===== config.mk =====
export PLATFORM = sky130hd
export DESIGN_NAME = adma_channel
export DESIGN_NICKNAME = d
export VERILOG_FILES = /design/src/rtl/adma_pkg.sv /design/src/rtl/adma_fifo.sv /design/src/rtl/adma_engine.sv /design/src/rtl/adma_channel.sv
export SDC_FILE = /design/constraint.sdc
export NUM_CORES = 1
export LEC_CHECK = 0
export BUFFER_PORTS_ARGS = -buffer_cell sky130_fd_sc_hd__buf_2
export CAP_MARGIN = 5
export CORE_UTILIZATION = 35
export CTS_CLUSTER_SIZE = 20
export DETAILED_ROUTE_END_ITERATION = 8
export PLACE_DENSITY_LB_ADDON = 0.1
export SLEW_MARGIN = 20
export SYNTH_ARGS = -nofsm -noshare
export SYNTH_HDL_FRONTEND = slang
export SYNTH_SLANG_ARGS = --single-unit

===== constraint.sdc =====
create_clock -name clk -period 6.5 [get_ports clk]
set_input_delay 0.325 -clock clk [delete_from_list [all_inputs] [get_ports clk]]
set_output_delay 0.325 -clock clk [all_outputs]
set_load 0.05 [all_outputs]

===== src/rtl/adma_pkg.sv =====
package adma_pkg;
  typedef enum logic [2:0] {
    ST_IDLE,
    ST_DBUF,
    ST_DINFO,
    ST_DNEXT,
    ST_MOVE
  } eng_state_e;

  localparam int unsigned CTRL_ACT  = 0;
  localparam int unsigned CTRL_RCV  = 1;
  localparam int unsigned CTRL_RT   = 2;
  localparam int unsigned CTRL_LD   = 3;
  localparam int unsigned CTRL_PEND = 4;
  localparam int unsigned INFO_IE   = 31;

  localparam logic [1:0] RA_CTRL = 2'd0;
  localparam logic [1:0] RA_DPTR = 2'd1;
  localparam logic [1:0] RA_BPTR = 2'd2;
endpackage


===== src/rtl/adma_fifo.sv =====
module adma_fifo #(
  parameter int unsigned DEPTH = 8
) (
  input  logic                    clk,
  input  logic                    rst_n,
  input  logic                    flush,
  input  logic [1:0]              wr_n,
  input  logic [15:0]             wr_hi,
  input  logic [15:0]             wr_lo,
  input  logic [1:0]              rd_n,
  output logic [15:0]             rd0,
  output logic [15:0]             rd1,
  output logic [$clog2(DEPTH):0]  fill
);
  localparam int unsigned AW = $clog2(DEPTH);
  localparam int unsigned CW = AW + 1;

  logic [15:0]   slot_q [DEPTH];
  logic [AW-1:0] wp_q, wp_d, rp_q, rp_d;
  logic [CW-1:0] fill_q, fill_d;

  always_comb begin
    wp_d   = wp_q + AW'(wr_n);
    rp_d   = rp_q + AW'(rd_n);
    fill_d = fill_q + CW'(wr_n) - CW'(rd_n);
    if (flush) begin
      wp_d   = '0;
      rp_d   = '0;
      fill_d = '0;
    end
  end

  always_ff @(posedge clk or negedge rst_n) begin
    if (!rst_n) begin
      wp_q   <= '0;
      rp_q   <= '0;
      fill_q <= '0;
    end else begin
      wp_q   <= wp_d;
      rp_q   <= rp_d;
      fill_q <= fill_d;
    end
  end

  always_ff @(posedge clk) begin
    if (wr_n != 2'd0) slot_q[wp_q] <= wr_hi;
    if (wr_n == 2'd2) slot_q[wp_q + AW'(1)] <= wr_lo;
  end

  assign rd0  = slot_q[rp_q];
  assign rd1  = slot_q[rp_q + AW'(1)];
  assign fill = fill_q;
endmodule


===== src/rtl/adma_engine.sv =====
module adma_engine
  import adma_pkg::*;
#(
  parameter int unsigned FILL_W = 4,
  parameter int unsigned CNT_W  = 16
) (
  input  logic              clk,
  input  logic              rst_n,
  input  logic              go,
  input  logic              halt,
  input  logic              dptr_we,
  input  logic [31:0]       dptr_wdata,
  input  logic              rcv,
  input  logic [FILL_W-1:0] fill,
  input  logic [FILL_W-1:0] cap,
  input  logic [7:0]        hwm,
  input  logic              mem_gnt,
  input  logic [31:0]       mem_rdata,
  input  logic [15:0]       fifo_rd0,
  input  logic [15:0]       fifo_rd1,
  output logic              mem_req,
  output logic              mem_we,
  output logic [31:0]       mem_addr,
  output logic [31:0]       mem_wdata,
  output logic              push_word,
  output logic              pop_word,
  output logic              blk_done,
  output logic              running,
  output logic [31:0]       dptr,
  output logic [31:0]       bptr
);
  eng_state_e       state_q, state_d;
  logic [31:0]      dptr_q, dptr_d, bptr_q, bptr_d, next_q, next_d;
  logic [CNT_W-1:0] left_q, left_d;
  logic             ie_q, ie_d;
  logic [15:0]      fill_w, cap_w, hw_w;
  logic             in_move, has_left, tx_want, rx_want, xfer_ok;

  assign fill_w   = 16'(fill);
  assign cap_w    = 16'(cap);
  assign hw_w     = 16'(hwm);
  assign in_move  = (state_q == ST_MOVE);
  assign has_left = (left_q != '0);
  assign tx_want  = in_move && !rcv && has_left && (fill_w < hw_w) && (fill_w + 16'd2 <= cap_w);
  assign rx_want  = in_move && rcv && has_left && (fill_w >= hw_w) && (fill_w >= 16'd2);

  always_comb begin
    unique case (state_q)
      ST_DBUF:  mem_addr = dptr_q;
      ST_DINFO: mem_addr = dptr_q + 32'd4;
      ST_DNEXT: mem_addr = dptr_q + 32'd8;
      default:  mem_addr = bptr_q;
    endcase
  end

  assign mem_req   = (state_q == ST_DBUF) || (state_q == ST_DINFO) ||
                     (state_q == ST_DNEXT) || tx_want || rx_want;
  assign mem_we    = rx_want;
  assign mem_wdata = {fifo_rd0, fifo_rd1};
  assign xfer_ok   = (tx_want || rx_want) && mem_gnt && !halt && !go;
  assign push_word = xfer_ok && !rcv;
  assign pop_word  = xfer_ok && rcv;
  assign blk_done  = in_move && !has_left && ie_q && !halt && !go;
  assign running   = (state_q != ST_IDLE);
  assign dptr      = dptr_q;
  assign bptr      = bptr_q;

  always_comb begin
    state_d = state_q;
    dptr_d  = dptr_q;
    bptr_d  = bptr_q;
    next_d  = next_q;
    left_d  = left_q;
    ie_d    = ie_q;
    if (halt) begin
      state_d = ST_IDLE;
    end else if (go) begin
      state_d = ST_DBUF;
    end else begin
      unique case (state_q)
        ST_DBUF: if (mem_gnt) begin
          bptr_d  = mem_rdata;
          state_d = ST_DINFO;
        end
        ST_DINFO: if (mem_gnt) begin
          left_d  = mem_rdata[CNT_W-1:0];
          ie_d    = mem_rdata[INFO_IE];
          state_d = ST_DNEXT;
        end
        ST_DNEXT: if (mem_gnt) begin
          next_d  = mem_rdata;
          state_d = ST_MOVE;
        end
        ST_MOVE: begin
          if (!has_left) begin
            dptr_d  = next_q;
            state_d = ST_DBUF;
          end else if (xfer_ok) begin
            bptr_d = bptr_q + 32'd4;
            left_d = (left_q > CNT_W'(4)) ? left_q - CNT_W'(4) : '0;
          end
        end
        default: ;
      endcase
    end
    if (dptr_we) dptr_d = dptr_wdata;
  end

  always_ff @(posedge clk or negedge rst_n) begin
    if (!rst_n) begin
      state_q <= ST_IDLE;
      dptr_q  <= '0;
      bptr_q  <= '0;
      next_q  <= '0;
      left_q  <= '0;
      ie_q    <= 1'b0;
    end else begin
      state_q <= state_d;
      dptr_q  <= dptr_d;
      bptr_q  <= bptr_d;
      next_q  <= next_d;
      left_q  <= left_d;
      ie_q    <= ie_d;
    end
  end
endmodule


===== src/rtl/adma_channel.sv =====
module adma_channel
  import adma_pkg::*;
#(
  parameter int unsigned FIFO_DEPTH = 8,
  parameter int unsigned CNT_W      = 16
) (
  input  logic        clk,
  input  logic        rst_n,
  input  logic        reg_wr,
  input  logic        reg_rd,
  input  logic [1:0]  reg_addr,
  input  logic [31:0] reg_wdata,
  output logic [31:0] reg_rdata,
  output logic        mem_req,
  output logic        mem_we,
  output logic [31:0] mem_addr,
  output logic [31:0] mem_wdata,
  input  logic        mem_gnt,
  input  logic [31:0] mem_rdata,
  output logic [15:0] tx_data,
  output logic        tx_valid,
  input  logic        tx_ready,
  input  logic [15:0] rx_data,
  input  logic        rx_valid,
  output logic        rx_ready,
  output logic        irq
);
  localparam int unsigned FILL_W = $clog2(FIFO_DEPTH) + 1;

  logic        rcv_q, rcv_d, rt_q, rt_d, ld_q, ld_d, pend_q, pend_d;
  logic [7:0]  hwm_q, hwm_d, fbeg_q, fbeg_d, fend_q, fend_d;
  logic        ctrl_wr, ctrl_rd, go, halt, dptr_we;
  logic        push_word, pop_word, blk_done, running;
  logic [31:0] dptr, bptr;
  logic [15:0] rd0, rd1;
  logic [FILL_W-1:0] fill, cap;
  logic [9:0]  span_hw;
  logic [1:0]  wr_n, rd_n;

  assign ctrl_wr = reg_wr && (reg_addr == RA_CTRL);
  assign ctrl_rd = reg_rd && (reg_addr == RA_CTRL);
  assign go      = ctrl_wr && reg_wdata[CTRL_ACT];
  assign halt    = ctrl_wr && !reg_wdata[CTRL_ACT];
  assign dptr_we = reg_wr && (reg_addr == RA_DPTR);

  assign span_hw = (fend_q > fbeg_q) ? {fend_q - fbeg_q, 2'b00} : 10'd0;
  assign cap     = (span_hw > 10'(FIFO_DEPTH)) ? FILL_W'(FIFO_DEPTH) : FILL_W'(span_hw);

  always_comb begin
    rcv_d  = rcv_q;
    rt_d   = rt_q;
    ld_d   = ld_q;
    hwm_d  = hwm_q;
    fbeg_d = fbeg_q;
    fend_d = fend_q;
    pend_d = pend_q;
    if (ctrl_wr) begin
      rcv_d  = reg_wdata[CTRL_RCV];
      rt_d   = reg_wdata[CTRL_RT];
      ld_d   = reg_wdata[CTRL_LD];
      hwm_d  = reg_wdata[15:8];
      fbeg_d = reg_wdata[23:16];
      fend_d = reg_wdata[31:24];
    end
    if (ctrl_rd)  pend_d = 1'b0;
    if (blk_done) pend_d = 1'b1;
  end

  always_ff @(posedge clk or negedge rst_n) begin
    if (!rst_n) begin
      rcv_q  <= 1'b0;
      rt_q   <= 1'b0;
      ld_q   <= 1'b0;
      hwm_q  <= '0;
      fbeg_q <= '0;
      fend_q <= '0;
      pend_q <= 1'b0;
    end else begin
      rcv_q  <= rcv_d;
      rt_q   <= rt_d;
      ld_q   <= ld_d;
      hwm_q  <= hwm_d;
      fbeg_q <= fbeg_d;
      fend_q <= fend_d;
      pend_q <= pend_d;
    end
  end

  assign tx_valid = running && !rcv_q && (fill != '0);
  assign tx_data  = rd0;
  assign rx_ready = running && rcv_q && (fill < cap);
  assign irq      = pend_q;

  assign wr_n = rcv_q ? ((rx_valid && rx_ready) ? 2'd1 : 2'd0) : (push_word ? 2'd2 : 2'd0);
  assign rd_n = rcv_q ? (pop_word ? 2'd2 : 2'd0) : ((tx_valid && tx_ready) ? 2'd1 : 2'd0);

  always_comb begin
    unique case (reg_addr)
      RA_CTRL: reg_rdata = {fend_q, fbeg_q, hwm_q, 3'b000, pend_q, ld_q, rt_q, rcv_q, running};
      RA_DPTR: reg_rdata = dptr;
      RA_BPTR: reg_rdata = bptr;
      default: reg_rdata = '0;
    endcase
  end

  adma_fifo #(.DEPTH(FIFO_DEPTH)) u_fifo (
    .clk   (clk),
    .rst_n (rst_n),
    .flush (ctrl_wr),
    .wr_n  (wr_n),
    .wr_hi (rcv_q ? rx_data : mem_rdata[31:16]),
    .wr_lo (mem_rdata[15:0]),
    .rd_n  (rd_n),
    .rd0   (rd0),
    .rd1   (rd1),
    .fill  (fill)
  );

  adma_engine #(.FILL_W(FILL_W), .CNT_W(CNT_W)) u_engine (
    .clk        (clk),
    .rst_n      (rst_n),
    .go         (go),
    .halt       (halt),
    .dptr_we    (dptr_we),
    .dptr_wdata (reg_wdata),
    .rcv        (rcv_q),
    .fill       (fill),
    .cap        (cap),
    .hwm        (hwm_q),
    .mem_gnt    (mem_gnt),
    .mem_rdata  (mem_rdata),
    .fifo_rd0   (rd0),
    .fifo_rd1   (rd1),
    .mem_req    (mem_req),
    .mem_we     (mem_we),
    .mem_addr   (mem_addr),
    .mem_wdata  (mem_wdata),
    .push_word  (push_word),
    .pop_word   (pop_word),
    .blk_done   (blk_done),
    .running    (running),
    .dptr       (dptr),
    .bptr       (bptr)
  );
endmodule


==> metrics, run 1 <==
WP data required 6.77 ns; initial cell density of the core 35.7%; Cell variety after synth 75; power per cell area 493 nW/um2; RSZ-0062 raised after global routing no; clock period minus worst slack 5.64 ns; Routed WL per cell 27.0 um; Starting DRT DRC Count 1221; core area 50600 um2; GR Overflow Total 0; worst reg2reg startpoint fbeg_q[0]; #FFs+latches synth 282; DRC violations left 0; CP Launch Type register; die area 52500 um2; Clock Skew 0.0159 ns; vias in the first global route 14.7k; antenna viol nets, final 0; total number of yosys warnings 0; clock latency on the worst-skew pair 0.56 ns; most frequent cells in the layout 215 x nand2_1, 204 x buf_2, 156 x o21ai_0, 151 x dfrtp_1, 128 x edfxtp_1; max_slew headroom 27.1%; final instance area 20800 um2; GRT Overall Usage 26.3%; Worst setup EP type register; RR Endpoint u_fifo.slot_q[0][4]; setup repair bufs after CTS 0; CP peak stage delay 0.71 ns; maxcap violations 0; # H-tree levels 2; via-per-instance ratio 5.85; Worst Path Arrival 5.91 ns; WS Path Type register to register; Pre-Repair DR Iteration Count 5; final core occ 41.1%; Buf+Inv Stages, Crit Path 1; CTS clock-pin slew for the worst setup and hold paths 0.06 ns; outcome complete, no violations; hold depth 3; cell chain of the critical path ha_1 > fa_1 > nand2b_1 > a21oi_1 > nor4_1 > or3_1 > nand2_1 > a211oi_1 > ha_1 > and3b_1 > o21ai_0 > o21a_1 > a221o_1 > a211oi_2 > and2_4 > a22oi_1 > o21ai_2 > buf_12; Top delay family on crit path compound AO/OA/AOI/OAI gates; synthesis-to-layout area growth 15.1%; top_reg_cell synth dfrtp_1; post-route clock period utilization 86.8%; most common cell after layout, fill and taps aside nand2_1; Max Freq 177 MHz; Worst Setup SP fbeg_q[0]; global-route wire length before repair 102 mm; Worst path depth 18; Leakage 0.00847 uW; r2r setup slk 0.86 ns; CP max FO 14; # clock sinks 282; Hold WC Path Type input pin to register; Top Ports 206; Placer Congestion 0.909; Hold Buf Count CTS 6; Detail Placement HPWL 51.0 mm; port bufs 205; Std-Cell Rows 82; Area after DPL 19600 um2; Synth async-reset ratio 54.6%; Avg Inst Size Synth 10.3 um2; share of cells above drive strength 1 27.8%; die width 229 um; CP max-delay cell o21ai_2; cell repeated most along the worst path ha_1; post_cts resized 0; Fin. Hold Viols 0; Worst R2R Path Depth 18; Seq/Total Area, Yosys 42.6%; maximum vdd ir drop 0.373 mV; Setup TNS 0 ns; Post-synth EDFFs 128; CP endpoint u_fifo.slot_q[0][4]; clk root buf clkbuf_16; CTS tree yes; Vias 15.1k; # setup viols final 0; CTS Buf Count 36; WHS 0.0196 ns; Post-Syn Area 18100 um2; antenna violations before repair 8; Gate Count Post-Synth 1753; fin. max-slew vios 0; hold path start reg_wdata[13]; Post-Route WL 69.8 mm; fin nets 2008; syn nets 1877; Slew @ Worst Pin 1.09 ns; Die Height 229 um; Clock Tree Buf Depth 3; largest net degree at the start of global routing 95; total power 10300 uW; Fillers 4961
[cells in the mapped netlist, types with 9 or more instances]
cell type	number	area share, %
xnor2_1	11	0.53
clkbuf_1	103	2.1
edfxtp_1	128	21
o21ai_0	161	4.5
mux2_2	107	6.7
ha_1	31	2.1
xor2_1	9	0.44
and2_1	16	0.55
mux2i_1	77	4.3
a31oi_1	13	0.45
nand3_1	33	0.91
buf_4	16	0.66
dfrtp_1	154	21
and3_1	19	0.66
a21o_1	10	0.42
a221o_1	9	0.50
a21oi_1	116	3.2
mux4_2	64	8.0
o211ai_1	9	0.37
nor3_1	42	1.2
o21ai_1	10	0.28
buf_1	16	0.33
inv_1	32	0.66
nor2_1	127	2.6
buf_2	14	0.39
mux2_4	36	3.0
nor4_1	12	0.42
nand4_1	17	0.59
nand2_1	217	4.5
[kinds of logic after synthesis]
family | Yosys count | synth area share [%]
adders and majority gates | 35 | 2.59
muxes | 291 | 22.3
buffers and inverters | 188 | 4.58
and+or+nand+nor | 526 | 13.2
AOI/OAI and AO/OA | 411 | 13.7
xor gates and xnor gates | 20 | 0.969
DFF | 282 | 42.6
[through the flow]
stage          std cells  setup WS [ns]
6_report            2586          0.860
5_1_grt             2586          0.571
4_1_cts             2584          0.906
3_5_place_dp        2512          0.937
3_3_place_gp        2512           1.17
2_1_floorplan       1753           1.03
[state kept, by name, indices dropped and copies added, names as in the netlist, 3 cells and up]
signal            count
u_fifo.rp_q           3
fbeg_q                8
u_fifo.fill           4
u_engine.next_q      32
u_engine.state_q      3
u_fifo.slot_q       128
u_engine.dptr        32
u_engine.bptr        32
fend_q                8
u_fifo.wp_q           3
u_engine.left_q      16
hwm_q                 8
[report_power, final]
part	internal [uW]	total (uW)	leakage [uW]	switching, uW
registers	2280	2990	0.00305	704
logic	1730	5310	0.00488	3570
clock network	1100	1960	0.000535	854
total	5120	10300	0.00847	5130
[per-layer routing]
metal	global-route usage, %	part of all wire [%]	wire length [um]	vias to the layer above
met5	0	0.049	34	-
met4	9.08	3.2	2220	4
met3	3.01	5.5	3870	106
met2	43.6	48	33500	621
met1	35.4	43	30200	7623
li1	-	-	-	6765
[how the worst min path moves through the flow]
stage | endpoint
global placement | ld_q
global route | hwm_q[1]
floorplan | fbeg_q[0]
detailed placement | ld_q
CTS | fend_q[0]
finish | hwm_q[5]
[worst reg2reg max path, cell delays in order (launching register included)]
cell,delay [ns]
dfrtp_1,0.40
ha_1,0.25
fa_1,0.41
nand2b_1,0.18
a21oi_1,0.33
nor4_1,0.08
or3_1,0.41
nand2_1,0.12
a211oi_1,0.07
ha_1,0.29
and3b_1,0.16
o21ai_0,0.11
o21a_1,0.15
a221o_1,0.39
a211oi_2,0.49
and2_4,0.35
a22oi_1,0.23
o21ai_2,0.71
buf_12,0.23
[final cells by class]
| cell class | instances | area, um2 | share of cell area (%) |
|---|---|---|---|
| Multi-Input combinational cell | 1283 | 9630 | 46.3 |
| Clock buffer | 52 | 981 | 4.72 |
| Clock inverter | 14 | 134 | 0.644 |
| Timing Repair Buffer | 248 | 1380 | 6.65 |
| Inverter | 33 | 124 | 0.596 |
| Tap cell | 672 | 841 | 4.04 |
| Antenna cell | 2 | 5.00 | 0.0241 |
| Sequential cell | 282 | 7700 | 37.0 |
Note: power is estimated with default switching activity, not from simulation.
==> run 2: changes to the inputs <==
--- a/config.mk
+++ b/config.mk
@@ -14,4 +14,5 @@
 export SLEW_MARGIN = 20
 export SYNTH_ARGS = -nofsm -noshare
 export SYNTH_HDL_FRONTEND = slang
+export SYNTH_HIERARCHICAL = 1
 export SYNTH_SLANG_ARGS = --single-unit
==> metrics, run 2 <==
clock period minus worst slack 5.88 ns; WP data required 6.98 ns; Setup TNS 0 ns; die area 53900 um2; antenna viol nets, final 0; fin nets 1973; Cell variety after synth 95; Clock Skew 0.0154 ns; Max Freq 170 MHz; met3 wire length 4.40 mm; Starting DRT DRC Count 1149; DP Cell Count 2480; Top reg by flops u_fifo/slot_q; CP max-delay cell fa_1; share of cells above drive strength 1 34.2%; port bufs 205; CTS Buf Count 37; Top delay family on crit path compound AO/OA/AOI/OAI gates; Worst Path Arrival 6.36 ns; total number of yosys warnings 6; outcome complete, no violations; Worst setup EP type register; global-route wire length before repair 103 mm; Synth async-reset ratio 54.6%; DRT met1 WL 30.7 mm; Leakage 0.00822 uW; Die Height 232 um; Seq/Total Area, Yosys 41.5%; CP peak stage delay 0.54 ns; top_reg_cell synth dfrtp_1; max_slew headroom 29.3%; DRC violations left 0; pre-CTS setup slack 0.648 ns; CP Launch Type register; most common cell in the netlist mux2_2; # clock sinks 282; WL met2 32.6 mm; Top Ports 206; synthesis-to-layout area growth 15.4%; Detail Placement HPWL 49.0 mm; Fin. Hold Viols 0; Pre-Repair DR Iteration Count 7; Gate Count Post-Synth 1686; Avg Inst Size Synth 11.0 um2; Routed WL per cell 27.2 um; Multi-input gate area 10000 um2; Buf+Inv Stages, Crit Path 5; Largest register FFs 128; largest net degree at the start of global routing 88; via-per-instance ratio 5.90; most frequent cells in the layout 222 x mux2_2, 204 x buf_2, 169 x nand2_1, 152 x dfrtp_1, 128 x edfxtp_1; cell chain of the critical path inv_1 > ha_1 > or3_1 > a221o_1 > a211oi_2 > nand4_1 > inv_1 > inv_1 > ha_1 > and3b_1 > a2111oi_2 > o21ai_1 > o21a_4 > nor4_1 > nor2b_1 > inv_1 > fa_1 > inv_1 > ha_1 > a21o_1 > a2111o_1 > o21ai_0; Placer Congestion 0.887; Post-Route WL 69.7 mm; GR Overflow Total 0; setup ws final 0.619 ns; core area 52400 um2; Fillers 5097; Hold WC Path Type input pin to register; Post-synth EDFFs 128; dominant cells by area after synthesis dfrtp_1 21%, edfxtp_1 21%, mux2_2 13%; commonest cells in the netlist 222 x mux2_2, 169 x nand2_1, 154 x dfrtp_1, 128 x edfxtp_1, 88 x nor2_1; # setup viols final 0; power per cell area 495 nW/um2; CTS clock-pin slew for the worst setup and hold paths 0.06 ns; maximum vdd ir drop 0.329 mV; # H-tree levels 2; post-synth top area cell dfrtp_1; post_cts resized 0; DR top layer met5; share of the synthesized area in the top cell type 20.8%; clk root buf clkbuf_16; initial cell density of the core 35.4%; Vias 15.1k; clock latency on the worst-skew pair 0.56 ns; CTS tree yes; antenna violations before repair 2; most common cell after layout, fill and taps aside mux2_2; Std-Cell Rows 84; #FFs+latches synth 282; Clock Tree Buf Depth 3; die width 232 um; GRT Overall Usage 26.0%; post-route clock period utilization 90.5%; fin. max-slew vios 0; WS Path Type register to register; Slew @ Worst Pin 1.06 ns; Reg area 7700 um2; RSZ-0062 raised after global routing no; Layout Cells excl Fill 2565; vias in the first global route 15.0k; cell repeated most along the worst path inv_1; Post-Syn Area 18600 um2; CP max FO 17; maxcap violations 0
## run 2: timing repair
action                     CTS  global route
hold endpoints to repair   105             0
hold buffers                16             0
setup endpoints to repair    0             0
setup buffers                0             0
## run 2: power by group
| group | leakage [uW] | internal [uW] | total [uW] | switching [uW] |
|---|---|---|---|---|
| sequential | 0.00302 | 2260 | 2940 | 674 |
| combinational | 0.00464 | 1870 | 5680 | 3810 |
| clock | 0.000562 | 1150 | 1980 | 839 |
## run 2: area by class of cell
type	count	share of cell area, %
antenna	2	0.0234
clock buffer	52	4.96
clock inverter	15	0.456
inverter	46	0.807
multi-input combinational	1219	46.8
sequential	282	36.0
tap	688	4.02
timing repair buffer	261	6.97
## run 2: stage by stage
stage / instance area [um2] / total power, uW / util [%] / hold WS [ns]
after floorplan: 18600 / 7160 / - / 0.0294
after global placement: 20100 / 8570 / 38.3 / 0.447
after detailed placement: 20100 / 8600 / 38.3 / 0.458
after CTS: 21400 / 10600 / 40.8 / 0.000440
after global routing: 21400 / 11100 / 40.8 / 0.0154
final: 21400 / 10600 / 40.8 / 0.0197
## run 2: path summary, 6_finish.rpt
| kind | startpoint | to | cells past startpoint | slack (ns) |
|---|---|---|---|---|
| max | fbeg_q[7] | u_fifo/fill[3] | 22 | 0.62 |
| min | reg_wdata[24] | fend_q[0] | 3 | 0.02 |
| max reg2reg | fbeg_q[7] | u_fifo/fill[3] | 22 | 0.62 |
| min reg2reg | u_engine/next_q[1] | u_engine/next_q[1] | 1 | 0.51 |
| max in group asynchronous | rst_n | u_engine/next_q[29] | 3 | 4.64 |
| min in group asynchronous | rst_n | u_engine/dptr[13] | 2 | 0.39 |
## run 2: metal layers
layer / track usage, % / vias up
met5: 0 / -
met4: 7.28 / 2
met3: 4.57 / 103
met2: 42.0 / 632
met1: 35.4 / 7666
li1: - / 6733
## run 2: cell families after synthesis
group / after synthesis / share of synthesized area [%]
multiplexers: 354 / 25.0
AO/OA/AOI/OAI: 330 / 11.5
other: 1 / 0.0202
buffers and inverters: 186 / 4.99
XOR/XNOR: 16 / 0.958
AND/OR/NAND/NOR: 480 / 13.4
adder cells (fa/ha/maj): 37 / 2.70
flip-flops: 282 / 41.5
## run 2: worst register-to-register path: stages, from the launching register on
cell       delay, ns
dfrtp_1         0.35
inv_1           0.06
ha_1            0.34
or3_1           0.39
a221o_1         0.31
a211oi_2        0.24
nand4_1         0.21
inv_1           0.10
inv_1           0.05
ha_1            0.33
and3b_1         0.19
a2111oi_2       0.34
o21ai_1         0.20
o21a_4          0.32
nor4_1          0.23
nor2b_1         0.42
inv_1           0.18
fa_1            0.54
inv_1           0.07
ha_1            0.29
a21o_1          0.17
a2111o_1        0.39
o21ai_0         0.07
